==> src/rtl/hist_pkg.sv <==
package hist_pkg;
  typedef enum logic [1:0] {
    AK_LOAD  = 2'd0,
    AK_STORE = 2'd1,
    AK_TOUCH = 2'd2,
    AK_RSVD  = 2'd3
  } acc_kind_e;

  typedef enum logic [1:0] {
    XS_HIT   = 2'd0,
    XS_MISS  = 2'd1,
    XS_BLOCK = 2'd2,
    XS_RSVD  = 2'd3
  } xlat_src_e;

  typedef enum logic [1:0] {
    TS_IDLE = 2'd0,
    TS_REQ  = 2'd1,
    TS_WAIT = 2'd2
  } trk_state_e;

  typedef struct packed {
    logic need;
    logic set_ref;
    logic set_chg;
    logic illegal;
  } upd_dec_t;
endpackage

==> src/rtl/hist_decide.sv <==
module hist_decide
  import hist_pkg::*;
(
  input  acc_kind_e kind,
  input  xlat_src_e src,
  input  logic      seg_direct,
  input  logic      itrans_en,
  input  logic      dtrans_en,
  input  logic      tlb_ref,
  input  logic      tlb_chg,
  output upd_dec_t  dec
);
  logic eligible;
  logic is_store;
  logic kind_ok;

  always_comb begin
    kind_ok  = (kind != AK_RSVD);
    is_store = (kind == AK_STORE);
    eligible = (itrans_en | dtrans_en) & ~seg_direct & kind_ok &
               ((src == XS_HIT) | (src == XS_MISS));
    dec = '0;
    if (eligible) begin
      if (src == XS_MISS) begin
        dec.need    = 1'b1;
        dec.set_ref = 1'b1;
        dec.set_chg = is_store;
      end else if (!tlb_ref) begin
        dec.illegal = 1'b1;
      end else if (is_store && !tlb_chg) begin
        dec.need    = 1'b1;
        dec.set_chg = 1'b1;
      end
    end
  end

  // touch accesses never ask for C
  always_comb begin
    if (kind == AK_TOUCH) assert (!dec.set_chg);
  end
endmodule

==> src/rtl/hist_track.sv <==
module hist_track
  import hist_pkg::*;
(
  input  logic     clk,
  input  logic     rst_n,
  input  logic     acc_valid,
  input  upd_dec_t dec,
  input  logic     walk_req_ready,
  input  logic     walk_done,
  output logic     busy,
  output logic     walk_req_valid,
  output logic     walk_set_ref,
  output logic     walk_set_chg,
  output logic     chg_strobe,
  output logic     illegal_hit
);
  trk_state_e state_q, state_d;
  logic       ref_q, chg_q;
  logic       strobe_q, strobe_d;
  logic       ill_q, ill_d;
  logic       accept;
  logic       flag_en;

  always_comb begin
    accept   = acc_valid && (state_q == TS_IDLE);
    flag_en  = accept && dec.need;
    ill_d    = accept && dec.illegal;
    strobe_d = (state_q == TS_WAIT) && walk_done && chg_q;
    state_d  = state_q;
    case (state_q)
      TS_IDLE: if (flag_en)        state_d = TS_REQ;
      TS_REQ:  if (walk_req_ready) state_d = TS_WAIT;
      TS_WAIT: if (walk_done)      state_d = TS_IDLE;
      default:                     state_d = TS_IDLE;
    endcase
  end

  always_ff @(posedge clk or negedge rst_n) begin
    if (!rst_n) begin
      state_q  <= TS_IDLE;
      strobe_q <= 1'b0;
      ill_q    <= 1'b0;
    end else begin
      state_q  <= state_d;
      strobe_q <= strobe_d;
      ill_q    <= ill_d;
    end
  end

  always_ff @(posedge clk or negedge rst_n) begin
    if (!rst_n) begin
      ref_q <= 1'b0;
      chg_q <= 1'b0;
    end else if (flag_en) begin
      ref_q <= dec.set_ref;
      chg_q <= dec.set_chg;
    end
  end

  assign busy           = (state_q != TS_IDLE);
  assign walk_req_valid = (state_q == TS_REQ);
  assign walk_set_ref   = ref_q;
  assign walk_set_chg   = chg_q;
  assign chg_strobe     = strobe_q;
  assign illegal_hit    = ill_q;

  p_hold_r9: assert property (@(posedge clk) disable iff (!rst_n)
    walk_req_valid && !walk_req_ready |=>
      walk_req_valid && $stable(walk_set_ref) && $stable(walk_set_chg));
  p_idle_quiet_r9: assert property (@(posedge clk) disable iff (!rst_n)
    !busy |-> !walk_req_valid);
  p_strobe_pulse_r10: assert property (@(posedge clk) disable iff (!rst_n)
    chg_strobe |=> !chg_strobe);
  p_strobe_after_done_r10: assert property (@(posedge clk) disable iff (!rst_n)
    $rose(chg_strobe) |-> $past(walk_done) && !busy);
  p_illegal_pulse_r8: assert property (@(posedge clk) disable iff (!rst_n)
    illegal_hit |-> !walk_req_valid ##1 !illegal_hit);
endmodule

==> src/rtl/hist_upd_ctrl.sv <==
module hist_upd_ctrl
  import hist_pkg::*;
(
  input  logic       clk,
  input  logic       rst_n,
  input  logic       acc_valid,
  input  logic [1:0] acc_kind,
  input  logic [1:0] xlat_src,
  input  logic       seg_direct,
  input  logic       itrans_en,
  input  logic       dtrans_en,
  input  logic       tlb_ref,
  input  logic       tlb_chg,
  output logic       walk_req_valid,
  input  logic       walk_req_ready,
  output logic       walk_set_ref,
  output logic       walk_set_chg,
  input  logic       walk_done,
  output logic       busy,
  output logic       chg_strobe,
  output logic       illegal_hit
);
  upd_dec_t dec;

  hist_decide u_decide (
    .kind       (acc_kind_e'(acc_kind)),
    .src        (xlat_src_e'(xlat_src)),
    .seg_direct (seg_direct),
    .itrans_en  (itrans_en),
    .dtrans_en  (dtrans_en),
    .tlb_ref    (tlb_ref),
    .tlb_chg    (tlb_chg),
    .dec        (dec)
  );

  hist_track u_track (
    .clk            (clk),
    .rst_n          (rst_n),
    .acc_valid      (acc_valid),
    .dec            (dec),
    .walk_req_ready (walk_req_ready),
    .walk_done      (walk_done),
    .busy           (busy),
    .walk_req_valid (walk_req_valid),
    .walk_set_ref   (walk_set_ref),
    .walk_set_chg   (walk_set_chg),
    .chg_strobe     (chg_strobe),
    .illegal_hit    (illegal_hit)
  );

  p_no_req_while_off_r3: assert property (@(posedge clk) disable iff (!rst_n)
    acc_valid && !busy && !itrans_en && !dtrans_en |=> !walk_req_valid);
  p_block_quiet_r1: assert property (@(posedge clk) disable iff (!rst_n)
    acc_valid && !busy && xlat_src == 2'd2 |=> !walk_req_valid && !illegal_hit);
endmodule

==> config.mk <==
export PLATFORM = sky130hd
export DESIGN_NAME = hist_upd_ctrl
export DESIGN_NICKNAME = d
export VERILOG_FILES = /design/src/rtl/hist_pkg.sv /design/src/rtl/hist_decide.sv /design/src/rtl/hist_track.sv /design/src/rtl/hist_upd_ctrl.sv
export SDC_FILE = /design/constraint.sdc
export NUM_CORES = 1
export LEC_CHECK = 0
export ABC_AREA = 0
export CORE_AREA = 2 2 39 41
export DETAILED_ROUTE_END_ITERATION = 6
export DIE_AREA = 0 0 41 43
export PLACE_DENSITY = 0.59
export SYNTH_ARGS = -nofsm -noshare
export SYNTH_HDL_FRONTEND = slang
export SYNTH_SLANG_ARGS = --single-unit
==> constraint.sdc <==
create_clock -name clk -period 1.2 [get_ports clk]
set_input_delay 0.12 -clock clk [delete_from_list [all_inputs] [get_ports clk]]
set_output_delay 0.12 -clock clk [all_outputs]
set_load 0.01 [all_outputs]
; ---- After elaboration in Yosys (flattened, before gate mapping)
; Index checks and enable logic that the tools add are counted.
; W data, S select, Z words.
[word_totals]
register_bits = 6
in_bits = 14
elab_cells = 42
[classes]
n_eq_ne = 8
mux = 12
reduce_logical = 11
bitwise = 6
[ops]
columns = operator, n
row1 = $mux W1, 7
row2 = $eq A2 B1 Y1 const B, 3
row3 = $logic_and A1 B1 Y1, 6
row4 = $mux W2, 3
row5 = $pmux W2 S3, 1
row6 = $logic_not A2 Y1, 2
row7 = $mux W4, 1
row8 = $ne A2 B1 Y1 const B, 2
row9 = $ne A2 B2 Y1 const B, 2
row10 = $and A1 B1 Y1, 3
row11 = $reduce_and A3 Y1, 1
row12 = $eq A2 B2 Y1 const B, 1
row13 = $or A1 B1 Y1, 2
row14 = $reduce_bool A2 Y1, 1
row15 = $logic_not A1 Y1, 1
row16 = $not A1 Y1, 1

; ---- Longest topological paths before layout
[depth]
ltp_word = 9
depth_mapped = 4
depth_no_buf = 4

; ---- Cells and area by module
; A second synthesis with hierarchy kept.
[hier_totals]
cells_unflattened = 30
area_unflattened_um2 = 336.6
[by_module_without_submodules]
columns = module, cells_per_inst, instances, area_per_inst_um2
row1 = hist_track, 19, 1, 254.0
row2 = hist_decide, 11, 1, 82.6

; ---- Worst setup path after synthesis
; Ideal clock, no wire load.
[synth_path]
path_kind = register -> register
startpoint = reg u_track.state_q[0]
endpoint = reg u_track.ref_q, in the netlist u_track.walk_set_ref
path_slack_ps = -29
synth_period_minus_slack_ps = 1229
setup_time_ps = 125
t_arrival_ps = 1104
required_ps = 1075
n_path_buf = 0
stages_incl_launch_ff = 4
cell_sequence = dfrtp_1 -> a211oi_2 -> o2111ai_2 -> mux2_4
[synth_via]
elab_chain_cells = 3
[synth_rtl]
columns = item, line_no
row1 = start: declaration, hist_track.sv:17  ; trk_state_e state_q, state_d;
row2 = start signal: assignment, hist_track.sv:44  ; state_q <= state_d;
row3 = $logic_not A2 Y1, hist_track.sv:25  ; accept = acc_valid && (state_q == TS_IDLE);
row4 = $logic_and A1 B1 Y1, hist_track.sv:25
row5 = $logic_and A1 B1 Y1, hist_track.sv:26  ; flag_en = accept && dec.need;
row6 = end signal: assignment, hist_track.sv:55  ; ref_q <= dec.set_ref;
row7 = end: declaration, hist_track.sv:18  ; logic ref_q, chg_q;
; Every way passes these cells.
; A chain may end at the register's enable or synchronous reset.

; ---- Worst setup path after layout
[layout_path]
startpoint = reg u_track.state_q[1]
endpoint = reg u_track.ref_q, in the netlist u_track.walk_set_ref
; Same word-level chain as after synthesis.

==> results.tsv <==
stage	metric	value	unit
placed_design	gp_congestion	0.6536	
setup_path	cp_max_fo	4	
timing	fin_crit	1.289	ns
logic_synthesis	yosys_most_used_dff	dfrtp_1	
cts	clkSlewWorstSetupHoldPaths	0.04	ns
cells_and_area	seq_area	150.1	sq um
logic_synthesis	synth_edf_count	0	
setup_path	path_delay_family	compound AO/OA/AOI/OAI gates	
setup_path	cp_slowest_cell	dfrtp_1	
pwr	internal_power	443.4	uW
logic_synthesis	synthArstFlopShare	100.0	%
setup_path	cp.buffers_inverters	0	
cells_and_area	antenna_cells	0	
cts	insertion_delay	0.24	ns
pwr	p_sw	145.9	uW
logic_synthesis	synth_cell_types	16	
logic_synthesis	ys_ff_latch	6	
floorplan	chipWidth	41	um
setup_path	arrival	1.41	ns
setup_path	path_class	flop to flop	
run_status	violations	negative setup slack	
global_routing	gr-usage-all-layers	12.21	%
placed_design	dp_hpwl	607.2	um
drt	viasPerCell	4.361	
timing	setup_viol	4	
pwr	p_leak	0.0002835	uW
global_routing	antenna_found_initial	0	
global_routing	overflow	0	
cells_and_area	nNetsFinal	72	
cells_and_area	multi_input_area	160.2	sq um
cts	cts_buffers	3	
timing	post-route-period-util	107.4	%
floorplan	die_area	1763	sq um
timing	setup-tns-final	-0.1306	ns
drt	routedWlPerCell	11.32	um
setup_path	cp_cell_sequence	a211oi_2 -> o2111ai_2 -> mux2_4	
timing	fin_ws	-0.08861	ns
drt	drc	0	
logic_synthesis	synth_area	305.3	sq um
placed_design	dp_slack	-0.2985	ns
placed_design	placed_area	545.5	sq um
cells_and_area	final_cell_mix	clkdlybuf4s50_1 (13), buf_4 (6), dfrtp_1 (6)	
timing	fmax	776.0	MHz
timing	clock_skew	0.001534	ns
global_routing	grt_pass1_vias	330	
cts	htree_levels	1	
flow_run	drv_cap	0	
drt	routed_wl	815	um
pwr	clockPowerShare	30.8	%
cells_and_area	drive_gt1_share	35.71	%
cells_and_area	final_core_util	43.13	%
drt	antenna_left	0	
logic_synthesis	syn-num-nets	42	
hold_path	worstHoldPathType	input pin to asynchronous set/reset pin	
timing	rsz0062_at_grt	yes	
pwr	swShare	24.76	%
timing	worstMarginPinSlew	0.2807	ns
setup_path	end_kind	flop	
global_routing	grt_pass1_wl	1338	um
floorplan	dieHeight	43	um
cells_and_area	stdcell_count	72	
cts	cts_buffer_depth	2	
global_routing	grt_start_max_net_pins	7	
floorplan	core	1384	sq um
drt	drtIter0Drc	2	
timing	drv_slew	0	
timing	hold_viol	0	
setup_path	cp.required	1.32	ns
cells_and_area	layout_commonest_cell	clkdlybuf4s50_1	
logic_synthesis	ys_seq_area_share	49.18	%
cts	clock_sinks	6	
floorplan	num_rows	14	
timing	slew_headroom	81.23	%
setup_path	cp_slowest_stage_delay	0.41	ns
floorplan	io_pins	20	
drt	num_vias	314	
placed_design	io_buffers	19	
cells_and_area	finalInstanceArea	596.8	sq um
setup_path	start_kind	flop	
pwr	peakVddDrop	639.4	uV
cells_and_area	fill_cells	145	
cts	tritoncts	yes	
drt	firstDrtPassIters	2	
logic_synthesis	avgSynthCellArea	10.90	sq um
placed_design	dp.cells	67	
pwr	p_comb_share	28.5	%
logic_synthesis	yosys_warnings	0	
run_status	status	complete, but fails checks	
floorplan	initial_core_util	22.06	%
pwr	pwr-share-seq	40.6	%
logic_synthesis	syn_inst	28	
cts	cts-root-buf	clkbuf_4	
cells_and_area	syn_to_final_growth	95.49	%
pwr	power_density	987.5	nW/um^2
[worst reg2reg max path, cell delays in order (launching register included)]
cell,delay [ns]
dfrtp_1,0.41
a211oi_2,0.26
o2111ai_2,0.18
mux2_4,0.32
[cells in the mapped netlist, drive strengths merged (2+ instances only)]
master / n / area [sq um]
nand2: 2 / 7.510
dfrtp: 6 / 150.1
or2: 2 / 12.51
inv: 3 / 11.26
o21ai: 3 / 15.01
nand2b: 2 / 12.51
[registers in the layout (all words and copies together), names as in the netlist]
name	cells
u_track.state_q	2
u_track.chg_strobe	1
u_track.illegal_hit	1
u_track.walk_set_chg	1
u_track.walk_set_ref	1
[routing by layer]
layer / GRT usage [%] / part of all wire, % / vias to the layer above
li1: - / - / 155
met2: 20.63 / 56 / 18
met1: 10.46 / 33 / 141
met3: 10.47 / 11 / 0
met5: 0 / 0 / -
met4: 2.000 / 0 / 0
[area by class of cell]
class                      count  share of cell area [%]
tap                           16                   3.354
multi-input combinational     19                   26.83
timing repair buffer          25                   38.99
inverter                       3                   1.887
clock buffer                   3                   3.774
sequential                     6                   25.16
[cells by family (layout without fill, tap and decap cells)]
| family | after synthesis | count (layout) | synth area share [%] |
|---|---|---|---|
| AND/OR/NAND/NOR | 12 | 12 | 25.41 |
| AO/OA/AOI/OAI | 6 | 6 | 16.80 |
| flip-flops | 6 | 6 | 49.18 |
| multiplexers | 1 | 1 | 4.917 |
| buffers and inverters | 3 | 31 | 3.688 |
[power by group through the flow]
stage	logic (uW)	clock network, uW	registers [uW]
2_1_floorplan	46.4	0	250
3_3_place_gp	163	0	243
3_5_place_dp	164	0	245
4_1_cts	162	192	241
5_1_grt	182	212	242
6_report	168	182	239
[through the flow]
stage	total power, uW	hold WS, ns
after floorplan	296.1	-0.1756
after global placement	405.7	0.3774
after detailed placement	408.6	0.3850
after CTS	595.0	0.1234
after global routing	636.2	0.1252
final	589.4	0.1226
[repair_timing]
action	CTS	global route
endpoints found under the hold margin	0	0
setup endpoints to repair	8	6
setup buffers	1	1
cloned	0	0
resized for setup	13	3
hold buffers	0	0
pin swaps	2	2
[final timing paths]
kind                       slack [ns]              endpoint  cells after the start                  from
min in group clk                 0.44    u_track.chg_strobe                      3             walk_done
max in group asynchronous        0.86  u_track.walk_set_chg                      1                 rst_n
hold / removal                   0.12    u_track.state_q[1]                      1                 rst_n
setup reg to reg                -0.09  u_track.walk_set_ref                      3    u_track.state_q[1]
setup / recovery                -0.09  u_track.walk_set_ref                      3    u_track.state_q[1]
hold reg to reg                  0.52  u_track.walk_set_ref                      1  u_track.walk_set_ref
(Power assumes the default switching activity.)
